### config.mk
export PLATFORM = sky130hd
export DESIGN_NAME = blit_seq
export DESIGN_NICKNAME = d
export VERILOG_FILES = /design/src/rtl/blit_pkg.sv /design/src/rtl/blit_addr_unit.sv /design/src/rtl/blit_line_ctr.sv /design/src/rtl/blit_mask_sel.sv /design/src/rtl/blit_seq.sv
export SDC_FILE = /design/constraint.sdc
export NUM_CORES = 1
export LEC_CHECK = 0
export BUFFER_PORTS_ARGS = -buffer_cell sky130_fd_sc_hd__buf_2
export CORE_MARGIN = 2
export CORE_UTILIZATION = 53
export CTS_CLUSTER_SIZE = 20
export DETAILED_ROUTE_END_ITERATION = 10
export PLACE_DENSITY = 0.82
export SYNTH_ARGS = -nofsm -noshare
export SYNTH_HDL_FRONTEND = slang
export SYNTH_SLANG_ARGS = --single-unit
### constraint.sdc
create_clock -name clk -period 5.85 [get_ports clk]
set_clock_uncertainty 0.05 [all_clocks]
set_input_delay 0.2925 -clock clk [delete_from_list [all_inputs] [get_ports clk]]
set_output_delay 0.2925 -clock clk [all_outputs]
set_load 0.01 [all_outputs]
### src/rtl/blit_pkg.sv
package blit_pkg;

    localparam int BLT_AW = 23;   // word address width
    localparam int BLT_DW = 16;   // data / mask width
    localparam int BLT_IW = 16;   // increment width (byte offsets)
    localparam int BLT_CW = 16;   // counter width
    localparam int BLT_LW = 4;    // pattern row index width

    typedef enum logic [2:0] {
        PH_IDLE,
        PH_START,
        PH_XSRC,
        PH_SRC,
        PH_DRD,
        PH_DWR
    } phase_e;

    // which optional accesses the current word needs
    typedef struct packed {
        logic xsrc;
        logic src;
        logic drd;
    } need_t;

    // position of the current word in the field
    typedef struct packed {
        logic first;
        logic last;
        logic last_line;
    } pos_t;

    // result bit is op[{s,d}]; it depends on d when either pair differs
    function automatic logic op_reads_dst(input logic [3:0] op);
        return (op[0] ^ op[1]) | (op[2] ^ op[3]);
    endfunction

    // codes 2 and 3 bring source data into the combination
    function automatic logic hop_reads_src(input logic [1:0] hop);
        return hop[1];
    endfunction

    // first required access after the given phase within one word
    function automatic phase_e next_phase(input phase_e from, input need_t n);
        phase_e r;
        r = PH_DWR;
        if (from == PH_START && n.xsrc)
            r = PH_XSRC;
        else if ((from == PH_START || from == PH_XSRC) && n.src)
            r = PH_SRC;
        else if ((from == PH_START || from == PH_XSRC || from == PH_SRC) && n.drd)
            r = PH_DRD;
        return r;
    endfunction

endpackage

### src/rtl/blit_addr_unit.sv
module blit_addr_unit
    import blit_pkg::*;
#(
    parameter int AW = BLT_AW,
    parameter int IW = BLT_IW
) (
    input  logic          clk,
    input  logic          rst,
    input  logic          load,
    input  logic [AW-1:0] load_val,
    input  logic          step,
    input  logic          use_y,
    input  logic [IW-1:0] xinc,
    input  logic [IW-1:0] yinc,
    output logic [AW-1:0] addr
);
    localparam int EXT = AW - IW + 1;

    logic [IW-1:0] inc_sel;
    logic [AW-1:0] word_step;
    logic [AW-1:0] addr_q;

    assign inc_sel   = use_y ? yinc : xinc;
    // byte offset to word offset: drop bit 0, keep sign
    assign word_step = {{EXT{inc_sel[IW-1]}}, inc_sel[IW-1:1]};

    always_ff @(posedge clk) begin
        if (rst)
            addr_q <= '0;
        else if (load)
            addr_q <= load_val;
        else if (step)
            addr_q <= addr_q + word_step;
    end

    assign addr = addr_q;

endmodule

### src/rtl/blit_line_ctr.sv
module blit_line_ctr
    import blit_pkg::*;
#(
    parameter int CW = BLT_CW,
    parameter int LW = BLT_LW
) (
    input  logic          clk,
    input  logic          rst,
    input  logic          load,
    input  logic [CW-1:0] words_init,
    input  logic [CW-1:0] lines_init,
    input  logic [LW-1:0] line_init,
    input  logic          row_down,
    input  logic          word_done,
    output pos_t          pos,
    output logic [CW-1:0] words_left,
    output logic [CW-1:0] lines_left,
    output logic [LW-1:0] row
);
    logic [CW-1:0] words_init_q;
    logic [CW-1:0] words_q;
    logic [CW-1:0] lines_q;
    logic [LW-1:0] row_q;
    logic          down_q;
    logic          end_of_line;

    assign end_of_line = (words_q == CW'(1));

    always_ff @(posedge clk) begin
        if (rst) begin
            words_init_q <= '0;
            words_q      <= '0;
            lines_q      <= '0;
            row_q        <= '0;
            down_q       <= 1'b0;
        end else if (load) begin
            words_init_q <= words_init;
            words_q      <= words_init;
            lines_q      <= lines_init;
            row_q        <= line_init;
            down_q       <= row_down;
        end else if (word_done) begin
            if (end_of_line) begin
                words_q <= words_init_q;
                lines_q <= lines_q - CW'(1);
                row_q   <= down_q ? row_q - LW'(1) : row_q + LW'(1);
            end else begin
                words_q <= words_q - CW'(1);
            end
        end
    end

    assign pos.first     = (words_q == words_init_q);
    assign pos.last      = end_of_line;
    assign pos.last_line = (lines_q == CW'(1));
    assign words_left    = words_q;
    assign lines_left    = lines_q;
    assign row           = row_q;

    // a line end always moves the row index by one step
    p_row_moves_r11: assert property (@(posedge clk) disable iff (rst)
        (word_done && !load && end_of_line) |=> (row_q != $past(row_q)));

endmodule

### src/rtl/blit_mask_sel.sv
module blit_mask_sel
    import blit_pkg::*;
#(
    parameter int DW = BLT_DW
) (
    input  pos_t          pos,
    input  logic [DW-1:0] mask_first,
    input  logic [DW-1:0] mask_mid,
    input  logic [DW-1:0] mask_last,
    input  logic [1:0]    hop,
    input  logic [3:0]    op,
    input  logic          prime,
    input  logic          skip_last,
    output logic [DW-1:0] mask,
    output need_t         need
);
    logic src_used;
    logic forced_rmw;

    always_comb begin
        if (pos.first)
            mask = mask_first;
        else if (pos.last)
            mask = mask_last;
        else
            mask = mask_mid;
    end

    assign src_used   = hop_reads_src(hop);
    assign forced_rmw = skip_last && pos.last;

    assign need.xsrc = src_used && prime && pos.first;
    assign need.src  = src_used && !forced_rmw;
    assign need.drd  = op_reads_dst(op) || (mask != {DW{1'b1}}) || forced_rmw;

endmodule

### src/rtl/blit_seq.sv
module blit_seq
    import blit_pkg::*;
#(
    parameter int AW = BLT_AW,
    parameter int DW = BLT_DW,
    parameter int IW = BLT_IW,
    parameter int CW = BLT_CW,
    parameter int LW = BLT_LW
) (
    input  logic          clk,
    input  logic          rst,
    input  logic          start,
    input  logic [AW-1:0] src_base_i,
    input  logic [AW-1:0] dst_base_i,
    input  logic [IW-1:0] src_xstep_i,
    input  logic [IW-1:0] src_ystep_i,
    input  logic [IW-1:0] dst_xstep_i,
    input  logic [IW-1:0] dst_ystep_i,
    input  logic [CW-1:0] words_i,
    input  logic [CW-1:0] lines_i,
    input  logic [DW-1:0] mask_first_i,
    input  logic [DW-1:0] mask_mid_i,
    input  logic [DW-1:0] mask_last_i,
    input  logic [1:0]    hmode_i,
    input  logic [3:0]    lop_i,
    input  logic          prime_i,
    input  logic          skip_last_i,
    input  logic [LW-1:0] line_i,
    input  logic          mem_ack,
    output logic          mem_req,
    output logic          mem_we,
    output logic          mem_is_src,
    output logic [AW-1:0] mem_addr,
    output logic [DW-1:0] mem_wmask,
    output logic          busy,
    output logic [AW-1:0] src_addr_o,
    output logic [AW-1:0] dst_addr_o,
    output logic [CW-1:0] words_left_o,
    output logic [CW-1:0] lines_left_o,
    output logic [LW-1:0] line_o
);
    phase_e        phase_q, phase_d;
    logic          launch;
    logic [IW-1:0] sxi_q, syi_q, dxi_q, dyi_q;
    logic [DW-1:0] m1_q, m2_q, m3_q;
    logic [1:0]    hop_q;
    logic [3:0]    op_q;
    logic          prime_q, skip_q;
    logic          saw_drd_q;
    pos_t          pos;
    need_t         need;
    logic [DW-1:0] cur_mask;
    logic          src_phase;
    logic          src_step, dst_step;

    assign launch    = (phase_q == PH_IDLE) && start;
    assign src_phase = (phase_q == PH_XSRC) || (phase_q == PH_SRC);
    assign src_step  = src_phase && mem_ack;
    assign dst_step  = (phase_q == PH_DWR) && mem_ack;

    // configuration held for the whole transfer
    always_ff @(posedge clk) begin
        if (rst) begin
            sxi_q <= '0; syi_q <= '0; dxi_q <= '0; dyi_q <= '0;
            m1_q <= '0; m2_q <= '0; m3_q <= '0;
            hop_q <= '0; op_q <= '0; prime_q <= 1'b0; skip_q <= 1'b0;
        end else if (launch) begin
            sxi_q   <= src_xstep_i;
            syi_q   <= src_ystep_i;
            dxi_q   <= dst_xstep_i;
            dyi_q   <= dst_ystep_i;
            m1_q    <= mask_first_i;
            m2_q    <= mask_mid_i;
            m3_q    <= mask_last_i;
            hop_q   <= hmode_i;
            op_q    <= lop_i;
            prime_q <= prime_i;
            skip_q  <= skip_last_i;
        end
    end

    blit_addr_unit #(.AW(AW), .IW(IW)) u_src_addr (
        .clk(clk), .rst(rst), .load(launch), .load_val(src_base_i),
        .step(src_step), .use_y(pos.last), .xinc(sxi_q), .yinc(syi_q),
        .addr(src_addr_o)
    );

    blit_addr_unit #(.AW(AW), .IW(IW)) u_dst_addr (
        .clk(clk), .rst(rst), .load(launch), .load_val(dst_base_i),
        .step(dst_step), .use_y(pos.last), .xinc(dxi_q), .yinc(dyi_q),
        .addr(dst_addr_o)
    );

    blit_line_ctr #(.CW(CW), .LW(LW)) u_ctr (
        .clk(clk), .rst(rst), .load(launch),
        .words_init(words_i), .lines_init(lines_i), .line_init(line_i),
        .row_down(dst_ystep_i[IW-1]), .word_done(dst_step),
        .pos(pos), .words_left(words_left_o), .lines_left(lines_left_o),
        .row(line_o)
    );

    blit_mask_sel #(.DW(DW)) u_mask (
        .pos(pos), .mask_first(m1_q), .mask_mid(m2_q), .mask_last(m3_q),
        .hop(hop_q), .op(op_q), .prime(prime_q), .skip_last(skip_q),
        .mask(cur_mask), .need(need)
    );

    always_comb begin
        phase_d = phase_q;
        case (phase_q)
            PH_IDLE:  if (start) phase_d = PH_START;
            PH_START: phase_d = next_phase(PH_START, need);
            PH_XSRC, PH_SRC, PH_DRD:
                if (mem_ack) phase_d = next_phase(phase_q, need);
            PH_DWR:
                if (mem_ack) phase_d = (pos.last && pos.last_line) ? PH_IDLE : PH_START;
            default:  phase_d = PH_IDLE;
        endcase
    end

    always_ff @(posedge clk) begin
        if (rst) begin
            phase_q   <= PH_IDLE;
            saw_drd_q <= 1'b0;
        end else begin
            phase_q <= phase_d;
            if ((phase_q == PH_DRD) && mem_ack)
                saw_drd_q <= 1'b1;
            else if (dst_step || launch)
                saw_drd_q <= 1'b0;
        end
    end

    assign mem_req    = src_phase || (phase_q == PH_DRD) || (phase_q == PH_DWR);
    assign mem_we     = (phase_q == PH_DWR);
    assign mem_is_src = src_phase;
    assign mem_addr   = src_phase ? src_addr_o : dst_addr_o;
    assign mem_wmask  = mem_we ? cur_mask : '0;
    assign busy       = (phase_q != PH_IDLE);

    p_idle_quiet_r1: assert property (@(posedge clk) disable iff (rst)
        !busy |-> !mem_req);

    p_req_hold_r3: assert property (@(posedge clk) disable iff (rst)
        (mem_req && !mem_ack) |=> (mem_req && $stable(mem_addr) &&
                                   $stable(mem_we) && $stable(mem_is_src)));

    p_rmw_last_r8: assert property (@(posedge clk) disable iff (rst)
        (phase_q == PH_DWR && pos.last && skip_q) |-> saw_drd_q);

    p_src_gate_r10: assert property (@(posedge clk) disable iff (rst)
        (mem_req && mem_is_src) |-> (hop_q == 2'd2 || hop_q == 2'd3));

    p_busy_end_r12: assert property (@(posedge clk) disable iff (rst)
        $fell(busy) |-> $past(mem_ack && mem_we));

endmodule

==> results of run 1 <==
layer usage:
layer  global-route usage (%)  vias to the layer above  share of wire [%]
met5                        0                        -                  0
met4                     16.8                        0                5.2
met3                     6.16                      200                9.1
met2                     57.7                      860                 47
met1                     42.9                     6484                 39
li1                         -                     6530                  -
synthesized netlist by cell type, types with 15 or more instances:
cell type	count	area [um^2]
nand3_1	17	85.1
clkbuf_1	95	357
ha_1	50	626
inv_1	24	90.1
nor2_1	117	439
xor2_1	36	315
nand2_1	493	1850
nor3_1	19	95.1
o21ai_0	56	280
nand4_1	19	119
a21oi_1	205	1030
dfxtp_1	216	4320
a211oi_1	32	240
a21o_1	16	120
a311oi_1	33	289
o211ai_1	15	113
mux2_2	22	248
xnor2_1	38	333
stage by stage:
| stage | util, % | power, uW | std cells | area (um^2) |
|---|---|---|---|---|
| 3_3_place_gp | 61.3 | 4580 | 2164 | 13800 |
| 2_1_floorplan | - | 3880 | 1645 | 12100 |
| 4_1_cts | 71.7 | 6250 | 2365 | 16100 |
| 6_report | 71.8 | 6360 | 2371 | 16200 |
| 5_1_grt | 71.8 | 6730 | 2371 | 16200 |
| 3_5_place_dp | 61.3 | 4680 | 2164 | 13800 |
what timing repair did:
| action | in CTS | in global routing |
|---|---|---|
| resized for setup | 0 | 0 |
| endpoints found under the hold margin | 170 | 0 |
| hold buffers | 158 | 0 |
area by class of cell:
cell class                      instances  area, um^2  share of cell area [%]
Sequential cell                       216        4320                    26.8
Clock inverter                         13         114                   0.705
Timing Repair Buffer                  495        3330                    20.6
Antenna cell                            6        15.0                  0.0929
Tap cell                              285         357                    2.21
Clock buffer                           30         663                    4.10
Multi-Input combinational cell       1302        7270                    45.0
Inverter                               24        90.1                   0.558
worst reg2reg max path, stage by stage (launching register included):
cell       delay, ns
dfxtp_1         0.36
nor2_1          0.32
nand3_1         0.25
or4_2           1.22
nand2_1         0.28
nand2_1         0.09
ha_1            0.21
inv_1           0.08
fa_1            0.22
nor2b_1         0.08
o2111ai_1       0.26
a21oi_1         0.18
o21ai_0         0.35
a31oi_1         0.19
a211oi_1        0.33
xnor2_1         0.18
a211oi_1        0.10
nor4_1          0.29
where the power goes:
part	switching [uW]	internal, uW
clock	656	852
combinational	1640	1050
sequential	357	1810
total	2650	3710
flip-flops by register name (all words and copies together) (netlist names), 3 cells and up:
register / cells
u_dst_addr.addr: 23
u_src_addr.addr: 23
m1_q: 16
m2_q: 16
m3_q: 16
u_ctr.lines_left: 16
u_ctr.words_init_q: 16
u_ctr.words_left: 16
dxi_q: 15
dyi_q: 15
sxi_q: 15
syi_q: 15
op_q: 4
u_ctr.row: 4
phase_q: 3
kinds of logic after synthesis:
logic type,after synthesis
AO/OA/AOI/OAI,414
buffers and inverters,127
adder cells (fa/ha/maj),53
XOR/XNOR,74
AND/OR/NAND/NOR,733
flip-flops,216
multiplexers,28
worst max-delay path by stage:
stage	start	endpoint	slack, ns	cells past startpoint
2_1_floorplan	u_ctr.words_left[7]$_SDFFE_PP0P_	u_dst_addr.addr[22]$_SDFFE_PP0P_	1.70	18
3_3_place_gp	u_ctr.words_left[10]$_SDFFE_PP0P_	u_dst_addr.addr[22]$_SDFFE_PP0P_	0.96	15
3_5_place_dp	u_ctr.words_left[10]$_SDFFE_PP0P_	u_dst_addr.addr[22]$_SDFFE_PP0P_	0.86	15
4_1_cts	u_ctr.words_left[10]$_SDFFE_PP0P_	u_dst_addr.addr[22]$_SDFFE_PP0P_	0.80	15
5_1_grt	u_ctr.words_left[10]$_SDFFE_PP0P_	u_src_addr.addr[22]$_SDFFE_PP0P_	0.43	17
6_report	u_ctr.words_left[10]$_SDFFE_PP0P_	u_src_addr.addr[22]$_SDFFE_PP0P_	0.70	17
==> tab_implementation.tex, run 1 <==
\begin{tabular}{lr}
\hline
Metric & Value \\
\hline
\multicolumn{2}{l}{\textbf{Outcome}} \\
\quad Result of the run & complete, no violations \\
\multicolumn{2}{l}{\textbf{Critical path}} \\
\quad CP Launch Type & flop \\
\quad Data arrival, critical path & between 5 and 6 ns \\
\quad Worst setup EP type & flop \\
\quad Worst EP required & a little over 6 ns \\
\quad Worst flop-to-flop path startpoint & u\_ctr.words\_left[10]\$\_SDFFE\_PP0P\_ \\
\quad Slowest-stage cell, CP & or4\_2 \\
\quad Series of cell instances along the critical path & nor2\_1 -> nand3\_1 -> or4\_2 -> nand2\_1 -> nand2\_1 -> ha\_1 -> inv\_1 -> fa\_1 -> nor2b\_1 -> o2111ai\_1 -> a21oi\_1 -> o21ai\_0 -> a31oi\_1 -> a211oi\_1 -> xnor2\_1 -> a211oi\_1 -> nor4\_1 \\
\quad Depth of the most critical reg-to-reg path & 17 \\
\quad Endpoint of the worst-slack reg-to-reg timing path & u\_src\_addr.addr[22]\$\_SDFFE\_PP0P\_ \\
\quad Count of buffering cells on the critical path with inverters included & 1 \\
\quad Max Fanout on Critical Path & 46 \\
\quad Worst reg2reg setup slack & a little over 0.7 ns \\
\quad Worst stage delay on the critical path & $\sim$1.2 ns \\
\quad Gate family responsible for the most delay along the worst path & simple AND/OR/NAND/NOR gates \\
\quad Class of the most critical setup path & reg -> reg \\
\multicolumn{2}{l}{\textbf{Logic synthesis}} \\
\quad Sequential area share after synthesis & between 30\% and 40\% \\
\quad EDFF count, synth & 0 \\
\quad Number of distinct library cells after synthesis & between 60 and 70 \\
\quad Post-synth net total & between 1.5k and 2k \\
\quad Adder-Cell Fraction of Synth Area & approximately 5.7\% \\
\quad Count of warnings emitted by yosys & 0 \\
\quad Fraction of synthesized area in multiplexers & between 2 and 3\% \\
\quad Xor and xnor fraction of the mapped netlist area & under 10\% \\
\quad Share of the synthesized area in compound gates (AO/OA/AOI/OAI) & 20.9\% \\
\quad Synthesized-area fraction occupied by and/or/nand/nor cells & roughly 26\% \\
\quad Mean instance size in the synthesized netlist & around 7.3 um\^{}2 \\
\quad Flop and latch count out of synthesis & approximately 220 \\
\quad Most frequently used flop master after synthesis & dfxtp\_1 \\
\quad Largest family of logic cells by synthesized area & simple AND/OR/NAND/NOR gates \\
\quad Cell count after synthesis & roughly 1.6k \\
\quad Share of synthesized flip-flops with an asynchronous set or reset & 0\% \\
\quad Total standard cell area after synthesis & roughly 12,000 um\^{}2 \\
\multicolumn{2}{l}{\textbf{Floorplan}} \\
\quad Std-Cell Rows & 55 \\
\quad \# IOs & between 300 and 400 \\
\quad Placeable core region & roughly 23,000 um\^{}2 \\
\quad Height of the die & 155 um \\
\quad Effective utilization at floorplan & a little over half \\
\quad Die Area & 24,000 um\^{}2 \\
\quad Die Span X & around 150 um \\
\multicolumn{2}{l}{\textbf{Cells and area}} \\
\quad Commonest cells after routing, fill and taps aside & 492 x nand2\_1, 324 x buf\_2, 216 x dfxtp\_1 \\
\quad Final \#Nets & $\sim$2.3k \\
\quad Count of filler cells inserted in the layout & approximately 1.7k \\
\quad Most frequent standard cell in the layout excluding fill and tap cells & nand2\_1 \\
\quad Layout cell share with drive strength beyond 1 & 20.0\% \\
\quad Synth-to-Final Area Change & 34.0\% \\
\multicolumn{2}{l}{\textbf{Clocking}} \\
\quad Post-CTS Setup Inserts & 0 \\
\quad Number of buffers created by CTS & 24 \\
\quad Insertion delay to the later sink of the worst-skew pair & about 0.53 ns \\
\quad H-Tree Depth & 1 \\
\quad Buffer type at the clock tree root & clkbuf\_16 \\
\quad Clock tree from TritonCTS & built \\
\quad Clk slew on worst S/H paths & approximately 0.060 ns \\
\quad Clock tree buffer depth & 3 \\
\quad Number of clock sinks seen by CTS & roughly 220 \\
\multicolumn{2}{l}{\textbf{Global route}} \\
\quad Vias in the first global route & around 13k \\
\quad First-pass GRT wire length & between 60,000 and 70,000 um \\
\quad Number of antenna violations at the first check in global routing & 6 \\
\quad Overall fraction of global-route tracks in use & 34.5\% \\
\quad Congestion Overflow GR & 0 \\
\quad Largest net degree at the start of global routing & 240 \\
\multicolumn{2}{l}{\textbf{Place}} \\
\quad Final weighted congestion in routability-driven placement & approximately 0.95 \\
\quad Worst-case setup slack after placement & roughly 0.86 ns \\
\quad Buffers on Ports & around 330 \\
\quad Post-DP HPWL & $\sim$26,000 um \\
\multicolumn{2}{l}{\textbf{Timing}} \\
\quad Final hold violation count & 0 \\
\quad Total setup violations reported at the end of the flow & 0 \\
\quad Setup repair after global routing missed its margin & no \\
\quad Final Slew Violations & 0 \\
\quad Post-Route Setup TNS & 0 ns \\
\quad Worst slack on hold paths & 0.00756 ns \\
\quad Pin slew with the least headroom to its limit & between 1 and 1.5 ns \\
\quad Remaining max-slew budget at the tightest pin & 30.3\% \\
\quad Final critical-path share of the clock period & between 80\% and 90\% \\
\quad Achievable Freq & approximately 0.2 GHz \\
\quad Final Critical Period & about 5.1 ns \\
\quad Final setup margin & between 0.7 and 0.8 ns \\
\multicolumn{2}{l}{\textbf{Power and ir drop}} \\
\quad Peak supply drop & roughly 290 uV \\
\quad Cell leakage power & 0.00720 uW \\
\quad Power per standard cell area & 394 nW/um\^{}2 \\
\multicolumn{2}{l}{\textbf{Min path}} \\
\quad Capture endpoint of the worst hold path & u\_dst\_addr.addr[18]\$\_SDFFE\_PP0P\_ \\
\quad Class of the most critical hold timing path & in -> reg \\
\quad Min-delay src & dst\_base\_i[18] \\
\quad Number of cells on the worst hold path & 3 \\
\multicolumn{2}{l}{\textbf{Routing}} \\
\quad Final ANT Viol Nets & 0 \\
\quad DR pass1 iterations & 10 \\
\quad Number of vias per cell & roughly 5.9 \\
\quad Number of DRC markers in iteration 0 & around 1.6k \\
\quad Vias after detailed routing & approximately 14k \\
\quad Total wirelength of the detailed-routed design & roughly 43,000 um \\
\quad DR DRC count & 0 \\
\quad DR WL/cell & 18.3 um \\
\multicolumn{2}{l}{\textbf{Run}} \\
\quad Max Cap Violations & 0 \\
\hline
\end{tabular}
(Power assumes the default switching activity.)
==> inputs of run 2 (changes only) <==
Settings changed: CAP_MARGIN from default to 40, CTS_BUF_LIST from default to sky130_fd_sc_hd__clkbuf_8 sky130_fd_sc_hd__clkbuf_16.
==> tab_implementation.tex, run 2 (same netlist as run 1, synthesis figures left out) <==
\begin{tabular}{lr}
\hline
Metric & Value \\
\hline
\multicolumn{2}{l}{\textbf{Global route}} \\
\quad Met3 Use GR & around 6\% \\
\quad Number of antenna violations at the first check in global routing & 2 \\
\quad Vias in the first global route & 13.5k \\
\quad Routing usage on met1 & roughly 43\% \\
\quad Met2 demand-to-capacity share in global routing & $\sim$58\% \\
\quad Overall fraction of global-route tracks in use & between 30\% and 40\% \\
\quad First-pass GRT wire length & slightly below 70,000 um \\
\quad Congestion Overflow GR & 0 \\
\quad Busiest layer in global routing & met2 \\
\quad Largest net degree at the start of global routing & 240 \\
\multicolumn{2}{l}{\textbf{Routing}} \\
\quad DR WL/cell & about 18 um \\
\quad DR DRC count & 0 \\
\quad Number of DRC markers in iteration 0 & around 1.4k \\
\quad Number of vias per cell & just under 6 \\
\quad DR pass1 iterations & 5 \\
\quad Vias after detailed routing & around 14k \\
\quad Total wirelength of the detailed-routed design & roughly 44,000 um \\
\quad Final ANT Viol Nets & 0 \\
\multicolumn{2}{l}{\textbf{Power and ir drop}} \\
\quad Cell leakage power & between 0.007 and 0.008 uW \\
\quad Peak supply drop & roughly 320 uV \\
\quad Cell internal power dissipation & about 4000 uW \\
\quad Combinational fraction of design power & approximately 41\% \\
\quad Power share of the sequential group & 32.9\% \\
\quad Switching Power & $\sim$2600 uW \\
\quad Clock power share & a little over a quarter \\
\quad Switching part of the total power & 40.0\% \\
\quad Power per standard cell area & between 400 and 500 nW/um\^{}2 \\
\multicolumn{2}{l}{\textbf{Clocking}} \\
\quad Number of buffers created by CTS & 25 \\
\quad H-Tree Depth & 1 \\
\quad Clock tree from TritonCTS & built \\
\quad Post-CTS Setup Inserts & 0 \\
\quad Insertion delay to the later sink of the worst-skew pair & $\sim$0.53 ns \\
\quad Number of gates resized after cts & 0 \\
\quad Clk slew on worst S/H paths & about 0.060 ns \\
\quad Number of hold-repair buffers added at the cts stage & 155 \\
\quad Number of clock sinks seen by CTS & $\sim$220 \\
\quad Buffer type at the clock tree root & clkbuf\_16 \\
\quad Clock tree buffer depth & 3 \\
\multicolumn{2}{l}{\textbf{Outcome}} \\
\quad Failing checks & negative hold slack \\
\quad Result of the run & finished with violations \\
\multicolumn{2}{l}{\textbf{Place}} \\
\quad Buffers on Ports & 325 \\
\quad Final weighted congestion in routability-driven placement & 0.955 \\
\quad Post-DP HPWL & roughly 27,000 um \\
\quad Worst-case setup slack after placement & roughly 0.98 ns \\
\multicolumn{2}{l}{\textbf{Critical path}} \\
\quad CP Launch Type & flop \\
\quad Worst setup EP type & flop \\
\quad Class of the most critical setup path & reg -> reg \\
\quad Worst EP required & around 6.2 ns \\
\quad Data arrival, critical path & 5.33 ns \\
\quad Max Fanout on Critical Path & 8 \\
\multicolumn{2}{l}{\textbf{Timing}} \\
\quad Remaining max-slew budget at the tightest pin & 17.8\% \\
\quad Setup repair after global routing missed its margin & no \\
\quad Final critical-path share of the clock period & a little over four fifths \\
\quad Pin slew with the least headroom to its limit & 1.23 ns \\
\quad Total setup violations reported at the end of the flow & 0 \\
\quad Final Slew Violations & 0 \\
\quad Final Critical Period & between 4 and 5 ns \\
\quad Post-Route Setup TNS & 0 ns \\
\quad Worst slack on hold paths & -0.000276 ns \\
\quad Achievable Freq & $\sim$0.20 GHz \\
\quad Final hold violation count & 1 \\
\quad Final setup margin & roughly 0.9 ns \\
\multicolumn{2}{l}{\textbf{Floorplan}} \\
\quad Effective utilization at floorplan & 53.6\% \\
\quad \# IOs & approximately 330 \\
\quad Std-Cell Rows & 55 \\
\quad Placeable core region & around 23,000 um\^{}2 \\
\quad Die Area & between 20,000 and 25,000 um\^{}2 \\
\quad Die Span X & roughly 150 um \\
\quad Height of the die & 155 um \\
\multicolumn{2}{l}{\textbf{Cells and area}} \\
\quad Most frequent standard cell in the layout excluding fill and tap cells & nand2\_1 \\
\quad Synth-to-Final Area Change & 35.5\% \\
\quad Final \#Nets & between 2k and 2.5k \\
\quad Layout cell share with drive strength beyond 1 & between 20\% and 30\% \\
\quad Commonest cells after routing, fill and taps aside & 492 x nand2\_1, 324 x buf\_2, 216 x dfxtp\_1 \\
\quad Post-Route Utilization & $\sim$73\% \\
\multicolumn{2}{l}{\textbf{Run}} \\
\quad Max Cap Violations & 0 \\
\multicolumn{2}{l}{\textbf{Min path}} \\
\quad Class of the most critical hold timing path & in -> reg \\
\hline
\end{tabular}
run 2: changes by cell type in the layout (fill, tap and decap cells not counted), sizes merged:
cell	previous run	this run
diode	6	2
inv	24	27
clkinvlp	2	1
clkbuf	30	32
clkinv	10	4
bufinv	1	5
buf	337	340
dlygate4sd3	158	155
run 2: worst max-delay path: stages (launching register included):
cell      delay [ns]
dfxtp_1         0.36
nor2_1          0.32
nand3_1         0.24
nor4_2          0.49
buf_4           0.25
mux2i_1         0.48
inv_1           0.28
ha_1            0.43
o21ai_0         0.19
nor2_1          0.05
or3_1           0.39
nor4_1          0.48
o31ai_1         0.18
nand2_1         0.13
mux2i_1         0.22
a21boi_0        0.11
nor3b_1         0.19
run 2: cell type report:
class	instances	area (um^2)
antenna	2	5.00
clock buffer	32	722
clock inverter	13	199
fill	1622	6170
inverter	24	90.1
multi-input combinational	1302	7270
sequential	216	4320
tap	285	357
timing repair buffer	495	3370
run 2: stage by stage:
step	total power, uW	instances	cell area (um^2)
floorplan	3880	1645	12100
global placement	4580	2164	13800
detailed placement	4690	2167	13900
CTS	6500	2367	16300
global route	6970	2369	16300
finish	6590	2369	16300
run 2: final timing paths:
kind / from / end / slack, ns / depth (start not counted)
max: u_ctr.words_left[10]$_SDFFE_PP0P_ / u_dst_addr.addr[22]$_SDFFE_PP0P_ / 0.91 / 16
min: words_i[12] / u_ctr.words_left[12]$_SDFFE_PP0P_ / -0.0003 / 3
max reg2reg: u_ctr.words_left[10]$_SDFFE_PP0P_ / u_dst_addr.addr[22]$_SDFFE_PP0P_ / 0.91 / 16
min reg2reg: dxi_q[15]$_SDFFE_PP0P_ / dxi_q[15]$_SDFFE_PP0P_ / 0.40 / 2
run 2: routing by layer:
metal  up-vias  wire (um)
li1       6528          -
met3       237       3570
met5         -          0
met4         0       2670
met1      6510      17000
met2       830      20400
run 2: power groups by stage:
| stage | logic (uW) | clock network [uW] | registers (uW) |
|---|---|---|---|
| after CTS | 2600 | 1750 | 2150 |
| after global placement | 2420 | 0 | 2160 |
| after global routing | 2950 | 1820 | 2210 |
| final | 2680 | 1740 | 2170 |
| after detailed placement | 2510 | 0 | 2180 |
| after floorplan | 1730 | 0 | 2150 |
==> inputs of run 3 (changes only) <==
Clock period 5.85 ns to 4.8 ns, I/O delays scaled along.
==> tab_implementation.tex, run 3 (same netlist as run 1, synthesis figures left out) <==
\begin{tabular}{lr}
\hline
Metric & Value \\
\hline
\multicolumn{2}{l}{\textbf{Floorplan}} \\
\quad Effective utilization at floorplan & 53.6\% \\
\quad Std-Cell Rows & 55 \\
\quad Height of the die & 155 um \\
\quad Die Span X & about 150 um \\
\quad Die Area & about 24,000 um\^{}2 \\
\quad Placeable core region & 22,500 um\^{}2 \\
\quad \# IOs & 331 \\
\multicolumn{2}{l}{\textbf{Timing}} \\
\quad Remaining max-slew budget at the tightest pin & between 30 and 40\% \\
\quad Final Critical Period & 4.48 ns \\
\quad Pin slew with the least headroom to its limit & roughly 0.91 ns \\
\quad Final hold violation count & 0 \\
\quad Post-Route Setup TNS & 0 ns \\
\quad Total setup violations reported at the end of the flow & 0 \\
\quad Achievable Freq & about 0.22 GHz \\
\quad Final critical-path share of the clock period & between 90\% and 100\% \\
\quad Setup repair after global routing missed its margin & no \\
\quad Final Slew Violations & 0 \\
\multicolumn{2}{l}{\textbf{Place}} \\
\quad Cell count after placement & 2,181 \\
\quad Post-DP HPWL & 26,700 um \\
\quad Standard cell area after detailed placement & 13,900 um\^{}2 \\
\quad Buffers on Ports & between 300 and 400 \\
\quad Final weighted congestion in routability-driven placement & 0.932 \\
\multicolumn{2}{l}{\textbf{Critical path}} \\
\quad CP Launch Type & flop \\
\quad Max Fanout on Critical Path & 25 \\
\quad Class of the most critical setup path & reg -> reg \\
\quad Worst EP required & just over 5 ns \\
\quad Data arrival, critical path & $\sim$4.9 ns \\
\quad Worst setup EP type & flop \\
\multicolumn{2}{l}{\textbf{Cells and area}} \\
\quad Area used by multi-input combinational logic & between 7000 and 8000 um\^{}2 \\
\quad Layout cell share with drive strength beyond 1 & about a fifth \\
\quad Most frequent standard cell in the layout excluding fill and tap cells & nand2\_1 \\
\quad Final std cell area, no fill & $\sim$17,000 um\^{}2 \\
\quad Count of filler cells inserted in the layout & between 1.5k and 2k \\
\quad FF+latch area & $\sim$4300 um\^{}2 \\
\quad Commonest cells after routing, fill and taps aside & 492 x nand2\_1, 324 x buf\_2, 216 x dfxtp\_1 \\
\quad Layout Cells excl Fill & approximately 2.4k \\
\quad Final \#Nets & roughly 2.4k \\
\quad Synth-to-Final Area Change & 38.4\% \\
\multicolumn{2}{l}{\textbf{Power and ir drop}} \\
\quad Post-layout power & between 7000 and 8000 uW \\
\quad Power per standard cell area & roughly 470 nW/um\^{}2 \\
\quad Peak supply drop & around 370 uV \\
\quad Cell leakage power & 0.00748 uW \\
\multicolumn{2}{l}{\textbf{Global route}} \\
\quad Vias in the first global route & around 14k \\
\quad First-pass GRT wire length & a little under 70,000 um \\
\quad Largest net degree at the start of global routing & between 100 and 150 \\
\quad Number of antenna violations at the first check in global routing & 1 \\
\quad Congestion Overflow GR & 0 \\
\quad Overall fraction of global-route tracks in use & roughly 35\% \\
\multicolumn{2}{l}{\textbf{Clocking}} \\
\quad Clock tree from TritonCTS & built \\
\quad Clk slew on worst S/H paths & around 0.060 ns \\
\quad Number of clock sinks seen by CTS & around 220 \\
\quad Number of buffers created by CTS & 25 \\
\quad Buffer type at the clock tree root & clkbuf\_16 \\
\quad H-Tree Depth & 1 \\
\quad Clock tree buffer depth & 3 \\
\quad Insertion delay to the later sink of the worst-skew pair & around 0.53 ns \\
\multicolumn{2}{l}{\textbf{Routing}} \\
\quad DR pass1 iterations & 7 \\
\quad Total wirelength of the detailed-routed design & around 45,000 um \\
\quad Final ANT Viol Nets & 0 \\
\quad Number of vias per cell & 5.89 \\
\quad Vias after detailed routing & $\sim$14k \\
\quad DR WL/cell & $\sim$18 um \\
\quad DR DRC count & 0 \\
\quad Number of DRC markers in iteration 0 & around 1.4k \\
\multicolumn{2}{l}{\textbf{Run}} \\
\quad Max Cap Violations & 0 \\
\multicolumn{2}{l}{\textbf{Outcome}} \\
\quad Result of the run & complete, no violations \\
\multicolumn{2}{l}{\textbf{Min path}} \\
\quad Class of the most critical hold timing path & in -> reg \\
\hline
\end{tabular}
-- run 3: changes by cell type in the layout (fill, tap and decap cells not counted), moves of 2 or more --
| cell | change |
|---|---|
| buf_16 | -2 |
| buf_4 | +15 |
| bufinv_16 | -4 |
| clkbuf_8 | -2 |
| dlygate4sd3_1 | +39 |
| inv_1 | +4 |
-- run 3: final timing paths --
path                                                        from                               end  slack [ns]  cells past startpoint
worst max-delay path            u_ctr.words_left[3]$_SDFFE_PP0P_  u_dst_addr.addr[22]$_SDFFE_PP0P_        0.32                     20
worst min-delay path                              src_base_i[19]  u_src_addr.addr[19]$_SDFFE_PP0P_        0.01                      3
worst max register to register  u_ctr.words_left[3]$_SDFFE_PP0P_  u_dst_addr.addr[22]$_SDFFE_PP0P_        0.32                     20
worst min register to register            syi_q[11]$_SDFFE_PP0P_            syi_q[11]$_SDFFE_PP0P_        0.40                      2
-- run 3: through the flow --
step                      setup WS, ns  hold slack, ns  util [%]
after detailed placement         0.302           0.397      61.9
after CTS                        0.245        0.000559      74.1
after floorplan                  0.650           0.326         -
after global placement           0.422           0.393      61.8
final                            0.323          0.0148      74.1
after global routing          0.000566         0.00856      74.1
-- run 3: report_power, final --
part	leakage [uW]	total, uW	switching (uW)	internal (uW)
clock network	0.000424	1870	790	1080
logic	0.00528	3350	2010	1340
registers	0.00177	2640	435	2210
-- run 3: cell type report --
cell class                 count  share of cell area, %
antenna                        1                 0.0150
clock buffer                  30                   4.16
clock inverter                15                  0.637
inverter                      24                  0.540
multi-input combinational   1302                   43.6
sequential                   216                   25.9
tap                          285                   2.14
timing repair buffer         548                   23.0
-- run 3: layer usage --
| layer | share of wire (%) | global-route usage (%) |
|---|---|---|
| met1 | 39 | 43.5 |
| met2 | 47 | 59.7 |
| met4 | 5.9 | 18.5 |
| met3 | 8.5 | 6.28 |
| met5 | 0 | 0 |
-- run 3: worst max-delay path, cell delays in order, from the launching register on --
cell	delay, ns
dfxtp_1	0.38
nor2_1	0.21
nand3_1	0.15
buf_4	0.18
nor4_4	0.41
buf_12	0.23
nand2_1	0.08
nand2_1	0.07
ha_1	0.16
inv_1	0.06
fa_1	0.39
nor2b_1	0.22
o2111ai_1	0.19
a21oi_1	0.34
nor4_1	0.11
buf_4	0.15
o31ai_1	0.33
nand2_1	0.15
mux2i_1	0.21
a21boi_0	0.11
nor3b_1	0.18
-- run 3: what timing repair did --
| item | 4_1_cts | 5_1_grt |
|---|---|---|
| hold endpoints to repair | 210 | 0 |
| setup endpoints to repair | 0 | 3 |
| gates resized for setup | 0 | 3 |
| hold buffers | 194 | 0 |
| setup buffers | 0 | 0 |
